### src/rtl/lfsr_pkg.sv
package lfsr_pkg;

  // Default geometry: a 7-bit register with taps on the two top bits,
  // which gives a maximal-length sequence of 127 nonzero values.
  localparam int unsigned DEF_WIDTH  = 7;
  localparam int unsigned DEF_TAP_HI = 6;
  localparam int unsigned DEF_TAP_LO = 5;

  // Returns 1 when both tap positions lie inside the register and are distinct.
  function automatic bit taps_valid(input int unsigned width,
                                    input int unsigned hi,
                                    input int unsigned lo);
    return (hi < width) && (lo < width) && (hi != lo);
  endfunction

endpackage

### src/rtl/lfsr_feedback.sv
// Computes the bit that enters at position 0. The bit is the XOR of the two
// taps, ORed with a detector that is high only when the whole register is zero.
module lfsr_feedback #(
  parameter int unsigned WIDTH  = lfsr_pkg::DEF_WIDTH,
  parameter int unsigned TAP_HI = lfsr_pkg::DEF_TAP_HI,
  parameter int unsigned TAP_LO = lfsr_pkg::DEF_TAP_LO
) (
  input  logic [WIDTH-1:0] state_i,
  output logic             fb_o,
  output logic             is_zero_o
);

  logic tap_xor;

  // The NOR over every bit keeps the register from locking at zero.
  assign is_zero_o = ~(|state_i);
  assign tap_xor   = state_i[TAP_HI] ^ state_i[TAP_LO];
  assign fb_o      = tap_xor | is_zero_o;

endmodule

### src/rtl/lfsr_state_reg.sv
// The state flops. Reset has priority; the enable gates each shift.
module lfsr_state_reg #(
  parameter int unsigned    WIDTH       = lfsr_pkg::DEF_WIDTH,
  parameter logic [WIDTH-1:0] RESET_VALUE = {{(WIDTH-1){1'b0}}, 1'b1}
) (
  input  logic             clk,
  input  logic             rst,
  input  logic             en,
  input  logic             fb_i,
  output logic [WIDTH-1:0] state_o
);

  logic [WIDTH-1:0] shifted;

  // One-place move toward the MSB, with the feedback bit at the bottom.
  assign shifted = {state_o[WIDTH-2:0], fb_i};

  always_ff @(posedge clk) begin
    if (rst)
      state_o <= RESET_VALUE;
    else if (en)
      state_o <= shifted;
  end

endmodule

### src/rtl/selfstart_lfsr.sv
// Top level: a Fibonacci shift register that starts itself from the zero state.
module selfstart_lfsr #(
  parameter int unsigned      WIDTH       = lfsr_pkg::DEF_WIDTH,
  parameter int unsigned      TAP_HI      = lfsr_pkg::DEF_TAP_HI,
  parameter int unsigned      TAP_LO      = lfsr_pkg::DEF_TAP_LO,
  parameter logic [WIDTH-1:0] RESET_VALUE = {{(WIDTH-1){1'b0}}, 1'b1}
) (
  input  logic             clk,
  input  logic             rst,
  input  logic             en,
  output logic [WIDTH-1:0] value
);

  logic             fb;
  logic             at_zero;
  logic [WIDTH-1:0] state;

  // Stop elaboration if a tap points outside the register or both taps coincide.
  generate
    if (!lfsr_pkg::taps_valid(WIDTH, TAP_HI, TAP_LO)) begin : g_bad_taps
      $error("selfstart_lfsr: tap positions out of range or equal");
    end
  endgenerate

  lfsr_feedback #(
    .WIDTH (WIDTH),
    .TAP_HI(TAP_HI),
    .TAP_LO(TAP_LO)
  ) u_fb (
    .state_i  (state),
    .fb_o     (fb),
    .is_zero_o(at_zero)
  );

  lfsr_state_reg #(
    .WIDTH      (WIDTH),
    .RESET_VALUE(RESET_VALUE)
  ) u_reg (
    .clk    (clk),
    .rst    (rst),
    .en     (en),
    .fb_i   (fb),
    .state_o(state)
  );

  // The output comes straight from the flops.
  assign value = state;

  logic unused_zero;
  assign unused_zero = at_zero;

endmodule

### config.mk
export PLATFORM = sky130hd
export DESIGN_NAME = selfstart_lfsr
export DESIGN_NICKNAME = d
export VERILOG_FILES = /design/src/rtl/lfsr_pkg.sv /design/src/rtl/lfsr_feedback.sv /design/src/rtl/lfsr_state_reg.sv /design/src/rtl/selfstart_lfsr.sv
export SDC_FILE = /design/constraint.sdc
export NUM_CORES = 1
export LEC_CHECK = 0
export BUFFER_PORTS_ARGS = -buffer_cell sky130_fd_sc_hd__buf_4
export CAP_MARGIN = 20
export CORE_AREA = 2 2 39 41
export CTS_CLUSTER_DIAMETER = 40
export CTS_CLUSTER_SIZE = 25
export DETAILED_ROUTE_END_ITERATION = 12
export DIE_AREA = 0 0 41 43
export MAX_ROUTING_LAYER = met4
export SETUP_SLACK_MARGIN = 0.05
export SYNTH_ARGS = -nofsm -noshare
export SYNTH_HDL_FRONTEND = slang
export SYNTH_SLANG_ARGS = --single-unit
### constraint.sdc
create_clock -name clk -period 2.39 [get_ports clk]
set_input_delay 0.239 -clock clk [delete_from_list [all_inputs] [get_ports clk]]
set_output_delay 0.239 -clock clk [all_outputs]
set_load 0.01 [all_outputs]
==> metrics.md, run 1 <==
| Metric | Value |
|---|---|
| H-tree Lvls | 1 |
| HP Start | rst |
| Synth warn | 0 |
| Unrepaired setup endpoints after global routing | no |
| Setup violators final | 0 |
| Synth unique cells | 9 |
| IO Port Bufs | 9 |
| Clock transition at the registers of the reported paths | 0.05 ns |
| Setup Skew | 0.000848 ns |
| 1st-iter DRT viols | 1 |
| Crit path max fanout | 4 |
| Layout Nets | 42 |
| CP Cell Sequence | or4_1 > o21ai_1 > a311o_2 |
| Syn nets | 29 |
| CP Capture Type | flop |
| Largest net degree at the start of global routing | 9 |
| Final Hold Viols | 0 |
| Final hold slack | 0.207 ns |
| Clock latency on the worst-skew pair | 0.25 ns |
| Synth Instances | 26 |
| R2r setup slk | 1.20 ns |
| Critical path class | reg2reg |
| Flops & latches, synth | 7 |
| Synth top area share | 0.528 |
| Setup crit start | u_reg.state_o[1] |
| Antenna-violating nets left | 0 |
| DP HPWL | 376 µm |
| Status | completed |
| Max IR drop VDD | 260 µV |
| Drt drc | 0 |
| Die height | 43 µm |
| Critical Path Sink | u_reg.state_o[0] |
| Synth Area per Inst | 10.2 µm² |
| Final period utilization | 0.497 |
| Antenna diodes | 0 |
| Core ar. | 1380 µm² |
| GP Congestion | 0.680 |
| Worst setup SP type | flop |
| CP max stage delay | 0.52 ns |
| Inserted Clock Buffers | 3 |
| Main area contributors after synthesis | dfxtp_1 53%, mux2i_1 23%, nor2_1 9.9% |
| R2R Path Start | u_reg.state_o[1] |
| R2R cell count | 3 |
| Full die area | 1760 µm² |
| Cell taking the most area after synthesis | dfxtp_1 |
| Clk root buf | clkbuf_4 |
| Area Overhead vs Synth | 41.0% |
| Post_cts resized | 0 |
| Worst path bufs/invs | 0 |
| GRT overflow | 0 |
| Biggest register | u_reg.state_o |
| Max Cap Viol | 0 |
| 1st-pass router iterations | 2 |
| Drt wl/cell | 9.78 µm |
| Worst r2r dst | u_reg.state_o[0] |
| Postcts setup bufs | 0 |
| Initial antenna violation count | 0 |
| Initial core utilization | 0.192 |
| Post-synthesis sequential area ratio | 0.528 |
| Slew Limit Fails | 0 |
| Share of layout cells above drive strength 1 | 0.342 |
| Worst Hold Class | in2reg |
| Slew Limit Headroom | 0.914 |
| Regs by FF count | u_reg.state_o (7) |
| Total Wirelength | 528 µm |
| First-pass GRT wire length | 821 µm |
| Post-layout minimum cycle time | 1.19 ns |
| Clock Path Buffers | 2 |
| CTS tree | built |
| Total vias in the final route | 221 |
| Total track usage | 0.0745 |
| Via/cell ratio | 4.09 |
| Fin util | 0.270 |
| # IOs | 10 |
| Footprint of the multi-input gates | 120 µm² |
| Clk sinks | 7 |
| Setup TNS | 0 ns |
| Filler Cells Inserted | 156 |
| Cell Area, Synth | 265 µm² |
| Data required time of the critical path | 2.59 ns |
| Peak Freq | 842 MHz |
| Register area | 140 µm² |
| Critical Path AT | 1.38 ns |
| Worst path depth | 3 |
| Max FFs per register | 7 |
| Post-CTS Hold Fix Bufs | 0 |
| P_leak | 0.173 nW |
| Worst Tran Pin Value | 0.125 ns |
| Pwr dens | 681 nW/µm² |
| Critical-path top delay cell | or4_1 |
| Die width | 41 µm |
| Top delay family on crit path | simple AND/OR/NAND/NOR gates |
| Row count | 14 |
| Total power | 0.255 mW |
| Vias in the first global route | 196 |
[Yosys cell counts]
library cell  count
buf_2             1
o21ai_1           1
or4_1             1
a311o_2           1
nor2_1            7
nor2b_1           1
mux2i_1           6
nand2_1           1
dfxtp_1           7
[per-layer routing]
layer,part of all wire,track usage,vias up
li1,-,-,113
met3,0.095,0.0628,0
met2,0.49,0.100,7
met5,0,-,-
met1,0.41,0.0817,101
met4,0,0.0200,0
[stage by stage]
step                setup WS, ns  std cells  area (µm²)
finish                      1.20         54         374
global route                1.12         54         374
CTS                         1.19         54         374
detailed placement          1.20         50         348
global placement            1.21         50         348
floorplan                   1.21         26         265
[how the worst min path moves through the flow]
stage | endpoint | slack (ns) | cells after the start
floorplan | u_reg.state_o[1] | 0.31 | 1
global placement | u_reg.state_o[6] | 0.47 | 2
detailed placement | u_reg.state_o[3] | 0.47 | 2
CTS | u_reg.state_o[6] | 0.20 | 2
global route | u_reg.state_o[1] | 0.20 | 2
finish | u_reg.state_o[6] | 0.21 | 2
[report_power, final]
| group | total (mW) | switching [mW] | internal, mW |
|---|---|---|---|
| sequential | 0.126 | 0.00423 | 0.121 |
| clock | 0.105 | 0.0410 | 0.0635 |
| combinational | 0.0247 | 0.0107 | 0.0140 |
[kinds of logic (layout without fill, tap and decap cells)]
logic type,Yosys count,after routing,synth area share
muxes,6,6,0.226
and+or+nand+nor,10,10,0.165
AOI/OAI and AO/OA,2,2,0.0613
DFF,7,7,0.528
buffers and inverters,1,13,0.0188
[layout make-up]
class,count,share of cell area
multi-input combinational,18,0.321
sequential,7,0.375
timing repair buffer,9,0.181
clock buffer,4,0.0702
tap,16,0.0535
[placed cells by master, fill, tap and decap left out, types with 3 or more instances in the layout]
| cell type | instances |
|---|---|
| mux2i_1 | 6 |
| dfxtp_1 | 7 |
| nor2_1 | 7 |
| clkbuf_4 | 3 |
| buf_4 | 9 |
Note: power is estimated with default switching activity, not from simulation.
==> inputs of run 2 (changes only) <==
==> constraint.sdc (replaced) <==
create_clock -name clk -period 1.2 [get_ports clk]
set_input_delay 0.12 -clock clk [delete_from_list [all_inputs] [get_ports clk]]
set_output_delay 0.12 -clock clk [all_outputs]
set_load 0.01 [all_outputs]
==> metrics.md, run 2 (synthesized netlist as in run 1, its figures left out) <==
| Metric | Value |
|---|---|
| Status | completed (unchanged) |
| P_leak | 0.187 nW (was 0.173 nW) |
| Final std cells w/o fill | 56 (was 54) |
| First-pass GRT wire length | 841 µm (was 821 µm) |
| 1st-iter DRT viols | 1 (unchanged) |
| Total track usage | 0.0723 (was 0.0745) |
| Critical Path AT | 1.35 ns (was 1.38 ns) |
| Pwr dens | 1290 nW/µm² (was 681 nW/µm²) |
| Antenna diodes | 0 (unchanged) |
| Initial core utilization | 0.192 (unchanged) |
| Most frequent cells in the layout | 11 x buf_4, 7 x nor2_1, 6 x mux2i_1, 6 x dfxtp_1, 3 x clkbuf_4 (was 9 x buf_4, 7 x nor2_1, 7 x dfxtp_1) |
| Inserted Clock Buffers | 3 (unchanged) |
| Full die area | 1760 µm² (unchanged) |
| GR Util met1 | 0.0912 (was 0.0817) |
| Final instance area | 398 µm² (was 374 µm²) |
| Postcts setup bufs | 0 (unchanged) |
| GRT overflow | 0 (unchanged) |
| Area after DPL | 364 µm² (was 348 µm²) |
| CP Capture Type | flop (unchanged) |
| Clock transition at the registers of the reported paths | 0.05 ns (about the same) |
| Max FFs per register | 7 (unchanged) |
| Post-CTS Hold Fix Bufs | 0 (unchanged) |
| Setup violators final | 0 (unchanged) |
| H-tree Lvls | 1 (unchanged) |
| Regs by FF count | u_reg.state_o (7) (unchanged) |
| Initial antenna violation count | 0 (unchanged) |
| Vias in the first global route | 211 (was 196) |
| Clock latency on the worst-skew pair | 0.24 ns (was 0.25 ns) |
| Core ar. | 1380 µm² (unchanged) |
| Largest net degree at the start of global routing | 9 (unchanged) |
| Max Cap Viol | 0 (unchanged) |
| Peak Freq | 860 MHz (was 842 MHz) |
| Total Wirelength | 517 µm (was 528 µm) |
| Met3 Usage GRT | 0.0524 (was 0.0628) |
| Cells after DPL | 52 (was 50) |
| CTS tree | built (unchanged) |
| Commonest non-fill, non-tap cell in the layout | buf_4 (unchanged) |
| Row count | 14 (unchanged) |
| Final period utilization | 0.969 (was 0.497) |
| 1st-pass router iterations | 2 (unchanged) |
| Worst setup SP type | flop (unchanged) |
| Clk sinks | 7 (unchanged) |
| Critical path class | reg2reg (unchanged) |
| Drt drc | 0 (unchanged) |
| Final Hold Viols | 0 (unchanged) |
| IO Port Bufs | 9 (unchanged) |
| Busiest grt layer | met1 (was met2) |
| Crit path max fanout | 2 (was 4) |
| Filler Cells Inserted | 153 (was 156) |
| Share of layout cells above drive strength 1 | 0.450 (was 0.342) |
| GRT met2 Usage | 0.0906 (was 0.100) |
| Antenna-violating nets left | 0 (unchanged) |
| Slew Limit Fails | 0 (unchanged) |
| R2r setup slk | 0.04 ns (was 1.20 ns) |
| Via/cell ratio | 4.07 (was 4.09) |
| Setup Skew | 0.00106 ns (was 0.000848 ns) |
| Data required time of the critical path | 1.39 ns (was 2.59 ns) |
| Drt wl/cell | 9.23 µm (was 9.78 µm) |
| GP Congestion | 0.670 (was 0.680) |
| Clock Path Buffers | 2 (unchanged) |
| Unrepaired setup endpoints after global routing | yes (was no) |
| Area Overhead vs Synth | 50.0% (was 41.0%) |
| Die width | 41 µm (unchanged) |
| Die height | 43 µm (unchanged) |
| Biggest register | u_reg.state_o (unchanged) |
| Layout Nets | 44 (was 42) |
| Worst Tran Pin Value | 0.124 ns (was 0.125 ns) |
| Total vias in the final route | 228 (was 221) |
| Clk root buf | clkbuf_4 (unchanged) |
| Worst Hold Class | in2reg (unchanged) |
| Slew Limit Headroom | 0.915 (was 0.914) |
| # IOs | 10 (unchanged) |
| Max IR drop VDD | 529 µV (was 260 µV) |
| Post-layout minimum cycle time | 1.16 ns (was 1.19 ns) |
==> run 2: final timing paths <==
check | startpoint | end | depth (start not counted)
setup / recovery | u_reg.state_o[1] | u_reg.state_o[0] | 3
hold / removal | rst | u_reg.state_o[1] | 2
setup reg to reg | u_reg.state_o[1] | u_reg.state_o[0] | 3
hold reg to reg | u_reg.state_o[6] | u_reg.state_o[6] | 2
==> run 2: layout make-up <==
cell class                      count  area, µm²  share of cell area
Clock buffer                        4       26.3              0.0660
Tap cell                           16       20.0              0.0503
Sequential cell                     7        141               0.355
Timing Repair Buffer               11       82.6               0.208
Multi-Input combinational cell     18        128               0.321
==> run 2: repair_timing <==
action                                  CTS  global route
hold endpoints to repair                  0             0
pin swaps                                 0             0
endpoints found under the setup margin    1             1
gates cloned                              0             0
resized for setup                         0             2
==> run 2: power breakdown <==
part | internal [mW] | switching (mW) | total [mW] | leakage (nW)
Sequential | 0.242 | 0.00723 | 0.249 | 0.0574
Combinational | 0.0352 | 0.0246 | 0.0597 | 0.114
Clock | 0.126 | 0.0768 | 0.203 | 0.0150
==> run 2: layer usage <==
| metal | part of all wire | routed length (µm) |
|---|---|---|
| met1 | 0.47 | 243 |
| met2 | 0.45 | 233 |
| met3 | 0.077 | 40 |
| met4 | 0 | 0 |
| met5 | 0 | 0 |
==> run 2: stage by stage <==
step                utilization  hold slack, ns  setup WS, ns  power [mW]  setup TNS (ns)
global placement          0.263           0.345        0.0507       0.310               0
global route              0.288          0.0882       -0.0127       0.538         -0.0127
floorplan                     -           0.185        0.0387       0.282               0
detailed placement        0.263           0.344        0.0453       0.310               0
finish                    0.288          0.0889        0.0372       0.512               0
CTS                       0.282          0.0858        0.0336       0.518               0
==> run 2: critical path: stages (launching register included) <==
cell and delay [ns]:
dfxtp_2 0.32, or4_4 0.52, o21ai_2 0.11, a311o_2 0.16
==> inputs of run 3 (changes only) <==
--- a/config.mk
+++ b/config.mk
@@ -5,6 +5,7 @@
 export SDC_FILE = /design/constraint.sdc
 export NUM_CORES = 1
 export LEC_CHECK = 0
+export ABC_AREA = 1
 export BUFFER_PORTS_ARGS = -buffer_cell sky130_fd_sc_hd__buf_4
 export CAP_MARGIN = 20
 export CORE_AREA = 2 2 39 41
==> metrics.md, run 3 <==
| Metric | Value |
|---|---|
| Total Wirelength | 581 µm (was 517 µm) |
| Post-synth top cells | 15 x nand2_1, 7 x a21oi_1, 7 x dfxtp_1, 3 x nor2_1 (was 7 x dfxtp_1, 7 x nor2_1, 6 x mux2i_1) |
| R2R Path Start | u_reg.state_o[5] (was u_reg.state_o[1]) |
| Die width | 41 µm (unchanged) |
| Commonest non-fill, non-tap cell in the layout | nand2_1 (was buf_4) |
| Final Hold Viols | 0 (unchanged) |
| Clock transition at the registers of the reported paths | 0.06 ns (was 0.05 ns) |
| Largest net degree at the start of global routing | 9 (unchanged) |
| Drt wl/cell | 9.08 µm (was 9.23 µm) |
| Cells after DPL | 60 (was 52) |
| Die height | 43 µm (unchanged) |
| Cell taking the most area after synthesis | dfxtp_1 (unchanged) |
| H-tree Lvls | 1 (unchanged) |
| Total track usage | 0.0793 (was 0.0723) |
| Post-synth EDFFs | 0 (unchanged) |
| Worst hold path cell count | 2 (unchanged) |
| Critical Path AT | 0.81 ns (was 1.35 ns) |
| Clk root buf | clkbuf_4 (unchanged) |
| Worst path bufs/invs | 1 (was 0) |
| Full die area | 1760 µm² (unchanged) |
| Synth unique cells | 8 (was 9) |
| Worst setup SP type | flop (unchanged) |
| DP HPWL | 387 µm |
| Setup Skew | 0.00522 ns (was 0.00106 ns) |
| Max FFs per register | 7 (unchanged) |
| Vias in the first global route | 197 (was 211) |
| Antenna-violating nets left | 0 (unchanged) |
| Max IR drop VDD | 544 µV (was 529 µV) |
| Layout Nets | 52 (was 44) |
| Post-CTS Hold Fix Bufs | 0 (unchanged) |
| Final std cells w/o fill | 64 (was 56) |
| Clock Path Buffers | 2 (unchanged) |
| Area Overhead vs Synth | 37.8% (was 50.0%) |
| Clk sinks | 7 (unchanged) |
| Data required time of the critical path | 1.08 ns (was 1.39 ns) |
| GP Congestion | 0.708 (was 0.670) |
| Footprint of the multi-input gates | 116 µm² (was 128 µm²) |
| Regs by FF count | u_reg.state_o (7) (unchanged) |
| Total vias in the final route | 264 (was 228) |
| Setup violators final | 0 (unchanged) |
| Post_cts resized | 0 (unchanged) |
| Slew Limit Fails | 0 (unchanged) |
| Critical-path top delay cell | dfxtp_1 (was or4_4) |
| Crit path max fanout | 5 (was 2) |
| CP Capture Type | output port (was flop) |
| Peak Freq | 1070 MHz (was 860 MHz) |
| Setup TNS | 0 ns (unchanged) |
| Pwr dens | 1370 nW/µm² (was 1290 nW/µm²) |
| Setup ws final | 0.268 ns (was 0.0372 ns) |
| Critical path class | reg2out (was reg2reg) |
| Register area | 140 µm² (was 141 µm²) |
| Post-synthesis sequential area ratio | 0.516 (was 0.528) |
| Share of layout cells above drive strength 1 | 0.271 (was 0.450) |
| CP max stage delay | 0.41 ns (was 0.52 ns) |
| Slew Limit Headroom | 0.878 (was 0.915) |
| Synth Area per Inst | 7.54 µm² (was 10.2 µm²) |
| Asr flop ratio synth | 0 (unchanged) |
| Worst Hold Class | in2reg (unchanged) |
| Top delay family on crit path | flip-flops (was simple AND/OR/NAND/NOR gates) |
| Biggest register | u_reg.state_o (unchanged) |
| HP Start | rst (unchanged) |
| CTS tree | built (unchanged) |
| Core ar. | 1380 µm² (unchanged) |
| P_leak | 0.157 nW (was 0.187 nW) |
| Syn nets | 39 (was 29) |
| # IOs | 10 (unchanged) |
| Most frequent cells in the layout | 15 x nand2_1, 9 x buf_4, 7 x a21oi_1, 7 x dfxtp_1 (was 11 x buf_4, 7 x nor2_1, 6 x mux2i_1, 6 x dfxtp_1, 3 x clkbuf_4) |
| Synth warn | 0 (unchanged) |
| Status | completed (unchanged) |
| 1st-iter DRT viols | 9 (was 1) |
| Row count | 14 (unchanged) |
| IO Port Bufs | 9 (unchanged) |
| Postcts setup bufs | 0 (unchanged) |
| Initial antenna violation count | 0 (unchanged) |
| Unrepaired setup endpoints after global routing | no (was yes) |
| Synth top area share | 0.516 (was 0.528) |
| Drt drc | 0 (unchanged) |
| Flops & latches, synth | 7 (unchanged) |
| Post-layout minimum cycle time | 0.932 ns (was 1.16 ns) |
| Cell Area, Synth | 272 µm² (was 265 µm²) |
| R2r setup slk | 0.40 ns (was 0.04 ns) |
| Dpl ws | 0.404 ns (was 0.0453 ns) |
| Worst r2r dst | u_reg.state_o[0] (unchanged) |
| Initial core utilization | 0.196 (was 0.192) |
| R2R cell count | 4 (was 3) |
| CP Cell Sequence | buf_4 (was or4_4 > o21ai_2 > a311o_2) |
| Final period utilization | 0.777 (was 0.969) |
| 1st-pass router iterations | 2 (unchanged) |
| Antenna diodes | 0 (unchanged) |
| GRT overflow | 0 (unchanged) |
| Synth Instances | 36 (was 26) |
| Primary FF master, synth | dfxtp_1 (unchanged) |
| Via/cell ratio | 4.13 (was 4.07) |
| Hold Path Sink | u_reg.state_o[1] (unchanged) |
| First-pass GRT wire length | 834 µm (was 841 µm) |
| Max Cap Viol | 0 (unchanged) |
| Worst Tran Pin Value | 0.183 ns (was 0.124 ns) |
| Filler Cells Inserted | 159 (was 153) |
| Clock latency on the worst-skew pair | 0.26 ns (was 0.24 ns) |
| Inserted Clock Buffers | 3 (unchanged) |
| Most common cell in the netlist | nand2_1 |
| Main area contributors after synthesis | dfxtp_1 52%, nand2_1 21%, a21oi_1 13% (was dfxtp_1 53%, mux2i_1 23%, nor2_1 9.9%) |
## run 3: cell types whose count changed in the layout (fill, tap and decap cells not counted), sizes merged, moves of 2 or more
cell   delta
a21oi     +7
buf       -2
mux2i     -6
nand2    +14
nor2      -4
## run 3: cell families (layout without fill, tap and decap cells)
| group | after synthesis | in the layout | synth area share |
|---|---|---|---|
| compound gates | 7 | 7 | 0.129 |
| buf+inv | 2 | 14 | 0.0553 |
| flops | 7 | 7 | 0.516 |
| xor+xnor | 1 | 1 | 0.0323 |
| simple gates | 19 | 19 | 0.267 |
## run 3: power by group
part	internal (mW)	total, mW	switching (mW)
combinational	0.0213	0.0459	0.0247
sequential	0.241	0.248	0.00758
clock	0.127	0.219	0.0920
## run 3: layer usage
layer / up-vias / wire length, µm / share of wire / global-route usage
met5: - / 0 / 0 / -
met4: 0 / 11 / 0.019 / 0.0400
met3: 2 / 60 / 0.10 / 0.0785
met2: 10 / 220 / 0.38 / 0.0875
met1: 110 / 288 / 0.50 / 0.0903
li1: 142 / - / - / -
## run 3: worst max-delay path by stage
stage	start	endpoint	slack, ns	depth (start not counted)
finish	u_reg.state_o[5]	value[5]	0.27	1
global route	u_reg.state_o[5]	value[5]	0.22	1
CTS	u_reg.state_o[5]	value[5]	0.25	1
detailed placement	u_reg.state_o[5]	u_reg.state_o[0]	0.40	4
global placement	u_reg.state_o[5]	u_reg.state_o[0]	0.41	4
floorplan	u_reg.state_o[5]	u_reg.state_o[0]	0.39	4
## run 3: final cells by class
type                            count  share of cell area
Sequential cell                     7               0.375
Multi-Input combinational cell     27               0.311
Timing Repair Buffer                9               0.181
Clock buffer                        4              0.0702
Tap cell                           16              0.0535
Inverter                            1              0.0100
## run 3: metrics by stage
step | utilization | hold slack [ns] | total power, mW | instance area [µm²]
floorplan | - | 0.189 | 0.278 | 272
global placement | 0.251 | 0.346 | 0.299 | 348
detailed placement | 0.251 | 0.348 | 0.299 | 348
CTS | 0.270 | 0.0695 | 0.526 | 374
global route | 0.270 | 0.0676 | 0.543 | 374
finish | 0.270 | 0.0762 | 0.513 | 374
